File: config.mk
export PLATFORM = sky130hd
export DESIGN_NAME = pcm_tx_echo
export DESIGN_NICKNAME = d
export VERILOG_FILES = /design/src/rtl/ptx_pkg.sv /design/src/rtl/ptx_chan_slot.sv /design/src/rtl/ptx_frame_pack.sv /design/src/rtl/ptx_sync_detect.sv /design/src/rtl/ptx_serializer.sv /design/src/rtl/pcm_tx_echo.sv
export SDC_FILE = /design/constraint.sdc
export NUM_CORES = 1
export LEC_CHECK = 0
export BUFFER_PORTS_ARGS = -buffer_cell sky130_fd_sc_hd__buf_2
export CORE_AREA = 3 3 69 71
export DETAILED_ROUTE_END_ITERATION = 12
export DIE_AREA = 0 0 72 74
export SLEW_MARGIN = 20
export SYNTH_ARGS = -nofsm -noshare
export SYNTH_HDL_FRONTEND = slang
export SYNTH_SLANG_ARGS = --single-unit
File: constraint.sdc
create_clock -name clk -period 2.6 [get_ports clk]
set_input_delay 0.39 -clock clk [delete_from_list [all_inputs] [get_ports clk]]
set_output_delay 0.39 -clock clk [all_outputs]
set_load 0.02 [all_outputs]
File: src/rtl/ptx_pkg.sv
package ptx_pkg;
    // Level the line takes when the driver lets go (pull-up)
    localparam logic LINE_RELEASED = 1'b1;
    // Fill value used for idle samples and unused slots
    localparam logic FILL_BIT = 1'b1;
endpackage

File: src/rtl/ptx_chan_slot.sv
module ptx_chan_slot #(
    parameter int PCM_W = 8,
    parameter int LAT_W = 3,
    localparam int SLOT_W = PCM_W + 1 + LAT_W
) (
    input  logic [PCM_W-1:0]  pcm,
    input  logic [LAT_W-1:0]  lat,
    input  logic              pwr,
    output logic [SLOT_W-1:0] slot
);
    import ptx_pkg::*;

    logic [PCM_W-1:0] sample;

    always_comb begin
        // A powered-down channel sends the idle code
        sample = pwr ? pcm : {PCM_W{FILL_BIT}};
        slot   = {sample, pwr, lat};
    end
endmodule

File: src/rtl/ptx_frame_pack.sv
module ptx_frame_pack #(
    parameter int PCM_W = 8,
    parameter int LAT_W = 3,
    parameter int GAP_W = 4,
    localparam int SLOT_W  = PCM_W + 1 + LAT_W,
    localparam int FRAME_W = 2 * SLOT_W + GAP_W
) (
    input  logic [PCM_W-1:0]   pcm_a,
    input  logic [PCM_W-1:0]   pcm_b,
    input  logic [LAT_W-1:0]   lat_a,
    input  logic [LAT_W-1:0]   lat_b,
    input  logic               pwr_a,
    input  logic               pwr_b,
    output logic [FRAME_W-1:0] frame
);
    import ptx_pkg::*;

    logic [1:0][PCM_W-1:0]  pcm_v;
    logic [1:0][LAT_W-1:0]  lat_v;
    logic [1:0]             pwr_v;
    logic [1:0][SLOT_W-1:0] slot_v;

    assign pcm_v = {pcm_b, pcm_a};
    assign lat_v = {lat_b, lat_a};
    assign pwr_v = {pwr_b, pwr_a};

    for (genvar ch = 0; ch < 2; ch++) begin : g_slot
        ptx_chan_slot #(.PCM_W(PCM_W), .LAT_W(LAT_W)) u_slot (
            .pcm  (pcm_v[ch]),
            .lat  (lat_v[ch]),
            .pwr  (pwr_v[ch]),
            .slot (slot_v[ch])
        );
    end

    // Channel A leads, the unused gap follows its echo bits
    assign frame = {slot_v[0], {GAP_W{FILL_BIT}}, slot_v[1]};
endmodule

File: src/rtl/ptx_sync_detect.sv
module ptx_sync_detect (
    input  logic clk,
    input  logic rst_n,
    input  logic pd_n,
    input  logic fsync,
    output logic start
);
    logic fs_d, fs_q;

    always_comb begin
        fs_d  = fsync;
        start = fsync & ~fs_q & pd_n;
    end

    always_ff @(posedge clk or negedge rst_n) begin
        if (!rst_n) fs_q <= 1'b0;
        else        fs_q <= fs_d;
    end
endmodule

File: src/rtl/ptx_serializer.sv
module ptx_serializer #(
    parameter int FRAME_W = 28,
    localparam int CNT_W = $clog2(FRAME_W + 1)
) (
    input  logic               clk,
    input  logic               rst_n,
    input  logic               pd_n,
    input  logic               start,
    input  logic [FRAME_W-1:0] frame,
    output logic               busy,
    output logic               line
);
    import ptx_pkg::*;

    typedef struct packed {
        logic               busy;
        logic [CNT_W-1:0]   left;
        logic [FRAME_W-1:0] shadow;
        logic               line;
    } ser_state_t;

    localparam ser_state_t IDLE_STATE = '{
        busy:   1'b0,
        left:   '0,
        shadow: {FRAME_W{FILL_BIT}},
        line:   LINE_RELEASED
    };

    ser_state_t st_d, st_q;

    always_comb begin
        st_d = st_q;
        if (!pd_n) begin
            st_d = IDLE_STATE;
        end else if (start) begin
            st_d.busy   = 1'b1;
            st_d.line   = frame[FRAME_W-1];
            st_d.shadow = {frame[FRAME_W-2:0], FILL_BIT};
            st_d.left   = CNT_W'(FRAME_W - 1);
        end else if (st_q.busy) begin
            if (st_q.left == '0) begin
                st_d.busy = 1'b0;
                st_d.line = LINE_RELEASED;
            end else begin
                st_d.line   = st_q.shadow[FRAME_W-1];
                st_d.shadow = {st_q.shadow[FRAME_W-2:0], FILL_BIT};
                st_d.left   = st_q.left - 1'b1;
            end
        end
    end

    always_ff @(posedge clk or negedge rst_n) begin
        if (!rst_n) st_q <= IDLE_STATE;
        else        st_q <= st_d;
    end

    assign busy = st_q.busy;
    assign line = st_q.line;
endmodule

File: src/rtl/pcm_tx_echo.sv
module pcm_tx_echo #(
    parameter int PCM_W = 8,
    parameter int LAT_W = 3,
    parameter int GAP_W = 4,
    localparam int FRAME_W = 2 * (PCM_W + 1 + LAT_W) + GAP_W
) (
    input  logic             clk,
    input  logic             rst_n,
    input  logic             pd_n,
    input  logic             fsync,
    input  logic [PCM_W-1:0] pcm_a,
    input  logic [PCM_W-1:0] pcm_b,
    input  logic [LAT_W-1:0] lat_a,
    input  logic [LAT_W-1:0] lat_b,
    input  logic             pwr_a,
    input  logic             pwr_b,
    output logic             tx_bit,
    output logic             tx_oe
);
    import ptx_pkg::*;

    logic               start;
    logic [FRAME_W-1:0] frame;
    logic               busy;
    logic               line;

    ptx_sync_detect u_sync (
        .clk   (clk),
        .rst_n (rst_n),
        .pd_n  (pd_n),
        .fsync (fsync),
        .start (start)
    );

    ptx_frame_pack #(.PCM_W(PCM_W), .LAT_W(LAT_W), .GAP_W(GAP_W)) u_pack (
        .pcm_a (pcm_a),
        .pcm_b (pcm_b),
        .lat_a (lat_a),
        .lat_b (lat_b),
        .pwr_a (pwr_a),
        .pwr_b (pwr_b),
        .frame (frame)
    );

    ptx_serializer #(.FRAME_W(FRAME_W)) u_ser (
        .clk   (clk),
        .rst_n (rst_n),
        .pd_n  (pd_n),
        .start (start),
        .frame (frame),
        .busy  (busy),
        .line  (line)
    );

    // Power-down releases the open-drain line in the same cycle
    assign tx_oe  = busy & pd_n;
    assign tx_bit = tx_oe ? line : LINE_RELEASED;
endmodule

==> insert_results.sql, run 1 <==
INSERT INTO impl_metrics (metric_group, metric, value, unit) VALUES
('status', 'run_status', 'finished, final reports clean', ''),
('clocking', 'htreeDepth', '2', ''),
('floorplanning', 'floorplan.initialDensity', '43.7', '%'),
('synth', 'synth_enable_flop_cells', '0', ''),
('global_routing', 'gr-usage-all-layers', '17.4', '%'),
('synth', 'yosys_warnings', '0', ''),
('floorplanning', 'die_h', '74', 'µm'),
('power', 'p_seq_share', '50.5', '%'),
('final_layout', 'finish.cell_count_without_fillers', '263', ''),
('synth', 'syn_nets', '211', ''),
('worst_setup_path', 'worstSetupEndpointType', 'flop', ''),
('detailed_routing', 'detail_route.first_pass.iterations', '4', ''),
('clocking', 'cts_root_buf', 'clkbuf_8', ''),
('clocking', 'cts_setup_buffers', '0', ''),
('power', 'power.leakage', '0.861', 'nW'),
('worst_setup_path', 'cp_data_required_time', '2.75', 'ns'),
('synth', 'syn-instance-count', '181', ''),
('synth', 'synth_area_per_cell', '10.4', 'µm²'),
('power', 'power.share.clock', '29.6', '%'),
('synth', 'netlist.top_cell.by_area', 'dfstp_2', ''),
('worst_setup_path', 'timing.setup.critical_path_class', 'reg2reg', ''),
('detailed_routing', 'wl_per_cell', '16.4', 'µm'),
('synth', 'yosys.area_share.adder', '1.33', '%'),
('synth', 'synth.most_common_cell', 'dfstp_2', ''),
('synth', 'netlist.area_leader.share', '40.6', '%'),
('synth', 'proportion_of_synthesized_flip_flops_having_asynchronous_set_or_reset', '100', '%'),
('global_routing', 'grt_max_degree', '37', ''),
('final_layout', 'multi_input_logic_area', '858', 'µm²'),
('sta', 'relSlewSlack', '48.1', '%'),
('sta', 'setup_viol_count_final', '0', ''),
('clocking', 'cts.reportedPaths.clkPinSlew', '0.07', 'ns'),
('sta', 'timing.clock.skew', '0.00438', 'ns'),
('synth', 'mux_share_of_post_synthesis_cell_area', '1.20', '%'),
('detailed_routing', 'first_iter_violations', '112', ''),
('global_routing', 'initial_antenna_violation_count', '0', ''),
('synth', 'prevailing_post_synth_register_cell', 'dfstp_2', ''),
('detailed_routing', 'vias', '1556', ''),
('clocking', 'numCtsBuffers', '5', ''),
('synth', 'post_synth_and_or_nand_nor_area_fraction', '16.7', '%'),
('job', 'max-cap-violations', '0', ''),
('final_layout', 'syn_to_final_growth', '15.9', '%'),
('floorplanning', 'floorplan.die.width', '72', 'µm'),
('floorplanning', 'total_die_area', '5330', 'µm²'),
('power', 'power.density_cell_area', '625', 'nW/µm²'),
('placed_design', 'count_of_input_and_output_buffers', '29', ''),
('floorplanning', 'core-area', '4290', 'µm²'),
('global_routing', 'grt.overflow.total', '0', ''),
('clocking', 'insertion_delay', '0.28', 'ns'),
('detailed_routing', 'drt_wl_total', '4.31', 'mm'),
('final_layout', 'num-nets-final', '240', ''),
('clocking', 'cts-hold-fix-buffers', '0', ''),
('sta', 'hold_violations', '0', ''),
('detailed_routing', 'vias_per_cell', '5.92', ''),
('sta', 'tightest_slew', '0.778', 'ns'),
('sta', 'fin_setup_tns', '0', 'ns'),
('synth', 'synthDistinctLibCells', '39', ''),
('placed_design', 'place.detailed.hpwl', '2.90', 'mm'),
('synth', 'post_synth_xor_area_fraction', '0', '%'),
('synth', 'synth_compound_gate_area_share', '26.3', '%'),
('floorplanning', 'core.rowCount', '24', ''),
('final_layout', 'filler_cell_count', '432', ''),
('power', 'worst_ir_drop_vdd', '317', 'µV'),
('sta', 'layout_worst_path_cycle_share', '73.6', '%'),
('worst_setup_path', 'critPathMaxFanout', '12', ''),
('synth', 'main_combinational_cell_family_by_area_after_synthesis', 'compound AO/OA/AOI/OAI gates', ''),
('global_routing', 'grt_pass1_wl', '7.33', 'mm'),
('clocking', 'cts-root-to-sink-buffers', '2', ''),
('worst_setup_path', 'worst-endpoint-arrival', '2.06', 'ns'),
('synth', 'synth_top_cells_by_count', 'dfstp_2, nand2_1, a2bb2oi_1, nand3_1, o2bb2ai_1', ''),
('clocking', 'clock_sink_count', '36', ''),
('power', 'p_switching', '0.370', 'mW');
## cell usage in the layout, fill, tap and decap left out, types with 2 or more instances in the layout
master	netlist	final
nand2_1	19	19
clkbuf_1	7	2
nor3_1	6	6
o211ai_1	3	3
buf_4	0	7
dfrtp_1	7	7
nand4_1	3	3
o21ai_0	11	11
nor4_1	2	2
ha_1	2	2
inv_1	7	7
nand3_1	15	15
mux2_2	2	2
o2bb2ai_1	15	15
a21oi_1	2	2
clkbuf_8	0	6
a31oi_1	6	6
nand4b_1	2	2
a2bb2oi_1	15	15
buf_2	5	29
dfstp_2	29	29
nand2b_1	3	3
## stage by stage
stage          area [µm²]  util [%]  hold slack [ns]  worst slack (ns)  total power [mW]
6_report             2170      50.6            0.185             0.686              1.36
5_1_grt              2170      50.6            0.244             0.584              1.44
4_1_cts              2170      50.6            0.215             0.605              1.37
3_5_place_dp         2080      48.5            0.491             0.612             0.965
3_3_place_gp         2080      48.5            0.486             0.710             0.958
2_1_floorplan        1880         -           0.0944             0.947             0.875
## power groups by stage
stage,sequential (mW),combinational [mW],clock [mW]
detailed placement,0.694,0.271,0
floorplan,0.684,0.191,0
finish,0.687,0.270,0.403
global route,0.694,0.300,0.444
global placement,0.693,0.265,0
CTS,0.686,0.272,0.414
## cell type report
| type | instances | share of cell area [%] |
|---|---|---|
| repair buffers | 36 | 9.09 |
| well taps | 52 | 2.99 |
| flip-flops and latches | 36 | 43.1 |
| clock buffers | 8 | 4.14 |
| multi-input cells | 124 | 39.5 |
| inverters | 7 | 1.21 |
## worst max-delay path, stage by stage (launching register included)
cell	delay (ns)
dfrtp_1	0.38
inv_1	0.12
ha_1	0.19
or4b_4	0.58
a211oi_4	0.37
o221ai_1	0.15
## kinds of logic (layout without fill, tap and decap cells)
group           after synthesis  after routing
buf+inv                      21             51
mux                           2              2
compound gates               63             63
flops                        36             36
simple gates                 57             57
fa+ha+maj                     2              2
## path summary, 6_finish.rpt
check,startpoint,end,cells past startpoint
worst max-delay path,u_ser.st_q[29]$_DFFE_PN0P_,u_ser.st_q[33]$_DFFE_PN0P_,5
worst min-delay path,rst_n,u_ser.st_q[33]$_DFFE_PN0P_,1
worst max register to register,u_ser.st_q[29]$_DFFE_PN0P_,u_ser.st_q[33]$_DFFE_PN0P_,5
worst min register to register,u_ser.st_q[1]$_DFFE_PN1P_,u_ser.st_q[1]$_DFFE_PN1P_,1
max in group asynchronous,rst_n,u_sync.fs_q$_DFF_PN0_,1
min in group clk,fsync,u_sync.fs_q$_DFF_PN0_,1
## per-layer routing
metal,GRT usage (%),wire length (µm),vias up
met1,22.5,1970,760
met2,29.2,2050,45
met3,3.92,250,4
met5,0,0,-
li1,-,-,747
met4,5.85,29,0
## registers in the layout, indices dropped and copies added (netlist names)
name	flops
u_ser.st_q	33
u_ser.busy	1
u_ser.line	1
u_sync.fs_q	1
No activity file was read; power rests on OpenSTA's default activity.
==> run 2: changes to the inputs <==
- ABC_AREA: unset -> 1
- CORE_AREA: 3 3 69 71 -> 3 3 73 75
- DIE_AREA: 0 0 72 74 -> 0 0 76 78
- clock period: 2.6 -> 1.95 ns (I/O delays scaled with it)
==> run 2 against run 1 <==
  * Combinational power grew 85%
  * Utilization grew 1.7 points
  * Clock skew grew 0.0050 ns
  * Clock power grew 120%
  * Routed wire length grew 9.4%
  * First-iteration DRC count shrank 23%
  * Worst hold slack lost 0.062 ns
  * Sequential cell count is the same
  * Highest routed layer unchanged
==> insert_results.sql, run 2 <==
INSERT INTO impl_metrics (metric_group, metric, value, unit) VALUES
('status', 'run_status', 'finished, final reports clean', ''),
('worst_setup_path', 'timing.setup.critical_path_class', 'reg2out', ''),
('synth', 'syn-cell-area', '2140', 'µm²'),
('sta', 'relSlewSlack', '73.9', '%'),
('sta', 'fin_setup_tns', '0', 'ns'),
('worst_setup_path', 'cp_data_required_time', '1.66', 'ns'),
('floorplanning', 'total_die_area', '5930', 'µm²'),
('detailed_routing', 'vias', '1824', ''),
('synth', 'synth_seq_cells', '36', ''),
('final_layout', 'antenna-diode-count', '0', ''),
('synth', 'synth.most_common_cell', 'nand2_1', ''),
('detailed_routing', 'first_iter_violations', '86', ''),
('synth', 'netlist.top_cell.by_area', 'dfstp_2', ''),
('detailed_routing', 'wl_per_cell', '12.3', 'µm'),
('sta', 'layout_worst_path_cycle_share', '87.1', '%'),
('final_layout', 'post-route-util', '52.3', '%'),
('synth', 'synth_area_per_cell', '7.48', 'µm²'),
('synth', 'yosys_warnings', '0', ''),
('worst_setup_path', 'critical_path_startpoint_category', 'flop', ''),
('global_routing', 'grt_max_degree', '33', ''),
('synth', 'synth_top_cells_by_count', 'nand2_1, dfstp_2, inv_1, nand3_1, o21ai_0', ''),
('power', 'worst_ir_drop_vdd', '543', 'µV'),
('final_layout', 'num-nets-final', '345', ''),
('clocking', 'cts_tree', 'built', ''),
('detailed_routing', 'vias_per_cell', '4.76', ''),
('sta', 'max_freq', '589', 'MHz'),
('global_routing', 'initial_antenna_violation_count', '0', ''),
('worst_setup_path', 'critPathMaxFanout', '4', ''),
('global_routing', 'gr-usage-all-layers', '17.7', '%'),
('clocking', 'numCtsBuffers', '5', ''),
('sta', 'setup_viol_count_final', '0', ''),
('synth', 'share_of_the_yosys_chip_area_belonging_to_registers', '43.8', '%'),
('final_layout', 'syn_to_final_growth', '15.6', '%'),
('clocking', 'insertion_delay', '0.30', 'ns'),
('clocking', 'cts_root_buf', 'clkbuf_8', ''),
('detailed_routing', 'drt_wl_total', '4.71', 'mm'),
('sta', 'fin_crit', '1.70', 'ns'),
('hold_path', 'worst_hold_path_type', 'in2reg', ''),
('job', 'max-cap-violations', '0', ''),
('synth', 'synth_enable_flop_cells', '0', ''),
('final_layout', 'layout.cells.most_common', 'nand2_1', ''),
('clocking', 'htreeDepth', '2', ''),
('worst_setup_path', 'worstSetupEndpointType', 'primary output', ''),
('floorplanning', 'die_h', '78', 'µm'),
('clocking', 'cts_setup_buffers', '0', ''),
('global_routing', 'number_of_global_route_vias_before_repair', '1822', ''),
('floorplanning', 'core.rowCount', '25', ''),
('synth', 'prevailing_post_synth_register_cell', 'dfstp_2', ''),
('detailed_routing', 'drt.antenna.violating_nets', '0', ''),
('clocking', 'clock_sink_count', '36', ''),
('floorplanning', 'floorplan.die.width', '76', 'µm'),
('final_layout', 'top_register', 'u_ser.st_q', ''),
('placed_design', 'place.detailed.hpwl', '3.07', 'mm'),
('synth', 'ranking_of_synthesized_cells_by_area', 'dfstp_2, nand2_1, dfrtp_1', ''),
('detailed_routing', 'drcViolationCount', '0', ''),
('floorplanning', 'floorplan.initialDensity', '45.3', '%'),
('placed_design', 'place_congestion', '0.739', ''),
('sta', 'unrepaired_setup_endpoints_after_global_routing', 'false', ''),
('synth', 'netlist.area_leader.share', '35.6', '%'),
('sta', 'timing.final.max_slew_violations', '0', ''),
('sta', 'timing.clock.skew', '0.00938', 'ns'),
('final_layout', 'layout_common_cells', 'nand2_1, buf_2, dfstp_2', ''),
('power', 'power.leakage', '1.28', 'nW'),
('final_layout', 'largest_reg_flops', '33', ''),
('sta', 'tightest_slew', '0.392', 'ns'),
('final_layout', 'drive_gt1_share', '28.5', '%'),
('power', 'power.density_cell_area', '966', 'nW/µm²'),
('global_routing', 'grt.overflow.total', '0', ''),
('placed_design', 'count_of_input_and_output_buffers', '29', ''),
('final_layout', 'filler_cell_count', '462', ''),
('sta', 'hold_violations', '0', ''),
('clocking', 'cts.reportedPaths.clkPinSlew', '0.08', 'ns'),
('synth', 'syn_nets', '316', ''),
('global_routing', 'grt_pass1_wl', '8.45', 'mm'),
('worst_setup_path', 'worst-endpoint-arrival', '1.41', 'ns'),
('detailed_routing', 'detail_route.first_pass.iterations', '5', ''),
('clocking', 'cts-hold-fix-buffers', '1', ''),
('synth', 'syn-instance-count', '286', ''),
('synth', 'synthDistinctLibCells', '26', ''),
('clocking', 'ctsResizeCount', '0', ''),
('clocking', 'cts-root-to-sink-buffers', '2', ''),
('floorplanning', 'io_pins', '30', ''),
('floorplanning', 'core-area', '4720', 'µm²'),
('synth', 'proportion_of_synthesized_flip_flops_having_asynchronous_set_or_reset', '100', '%');
[run 2: cell types whose count changed in the layout (fill, tap and decap cells not counted), moves of 6 or more]
cell       change
nand3_1       +13
nor3_1         -6
a2bb2oi_1     -15
inv_1         +21
o2bb2ai_1     -15
o21ai_1        +7
nand2_1       +95
nor2_1        +12
a31oi_1        -6
o21ai_2        +6
o21ai_0        +7
[run 2: worst paths after layout]
| check | slack [ns] | end | from | depth (start not counted) |
|---|---|---|---|---|
| setup / recovery | 0.25 | tx_bit | u_ser.busy$_DFF_PN0_ | 3 |
| hold / removal | 0.12 | u_sync.fs_q$_DFF_PN0_ | fsync | 1 |
| setup reg to reg | 0.29 | u_ser.st_q[18]$_DFFE_PN1P_ | u_ser.st_q[29]$_DFFE_PN0P_ | 10 |
| hold reg to reg | 0.47 | u_ser.st_q[6]$_DFFE_PN1P_ | u_ser.st_q[6]$_DFFE_PN1P_ | 2 |
| max in group asynchronous | 0.83 | u_ser.st_q[10]$_DFFE_PN1P_ | rst_n | 3 |
| min in group asynchronous | 0.45 | u_sync.fs_q$_DFF_PN0_ | rst_n | 2 |
[run 2: where the power goes]
group / internal [mW] / switching, mW / leakage [nW] / total [mW]
clock: 0.589 / 0.295 / 0.0765 / 0.884
combinational: 0.185 / 0.316 / 0.813 / 0.500
sequential: 0.928 / 0.0753 / 0.392 / 1.00
[run 2: worst max-delay path, stage by stage, from the launching register on]
cell     delay [ns]
dfrtp_1        0.50
nand2_1        0.16
or2_2          0.29
buf_2          0.16
[run 2: through the flow]
step	power [mW]	instance area, µm²	instances	setup slack (ns)	hold WS, ns
floorplan	1.40	2140	286	0.488	-0.00309
global placement	1.51	2310	374	0.348	0.244
detailed placement	1.51	2310	374	0.282	0.246
CTS	2.41	2470	383	0.247	0.121
global route	2.54	2470	383	0.0947	0.115
finish	2.39	2470	383	0.252	0.123
[run 2: cell type report]
type | instances | area, µm² | area share, %
timing repair buffer | 36 | 200 | 8.10
sequential | 36 | 937 | 37.9
multi-input combinational | 206 | 972 | 39.3
inverter | 30 | 125 | 5.06
tap | 67 | 83.8 | 3.39
clock inverter | 2 | 60.1 | 2.43
clock buffer | 6 | 93.8 | 3.80
[run 2: cell families after synthesis]
kind of cell | after synthesis | synth area share, %
flops | 36 | 43.8
buf+inv | 44 | 10.8
xor+xnor | 1 | 0.409
fa+ha+maj | 2 | 1.17
simple gates | 165 | 33.5
compound gates | 38 | 10.4
[run 2: metal layers]
| layer | part of all wire (%) | track usage, % | up-vias |
|---|---|---|---|
| met3 | 5.2 | 3.83 | 5 |
| met5 | 0 | 0 | - |
| met4 | 1.1 | 5.98 | 0 |
| li1 | - | - | 959 |
| met1 | 47 | 22.8 | 811 |
| met2 | 46 | 29.5 | 49 |
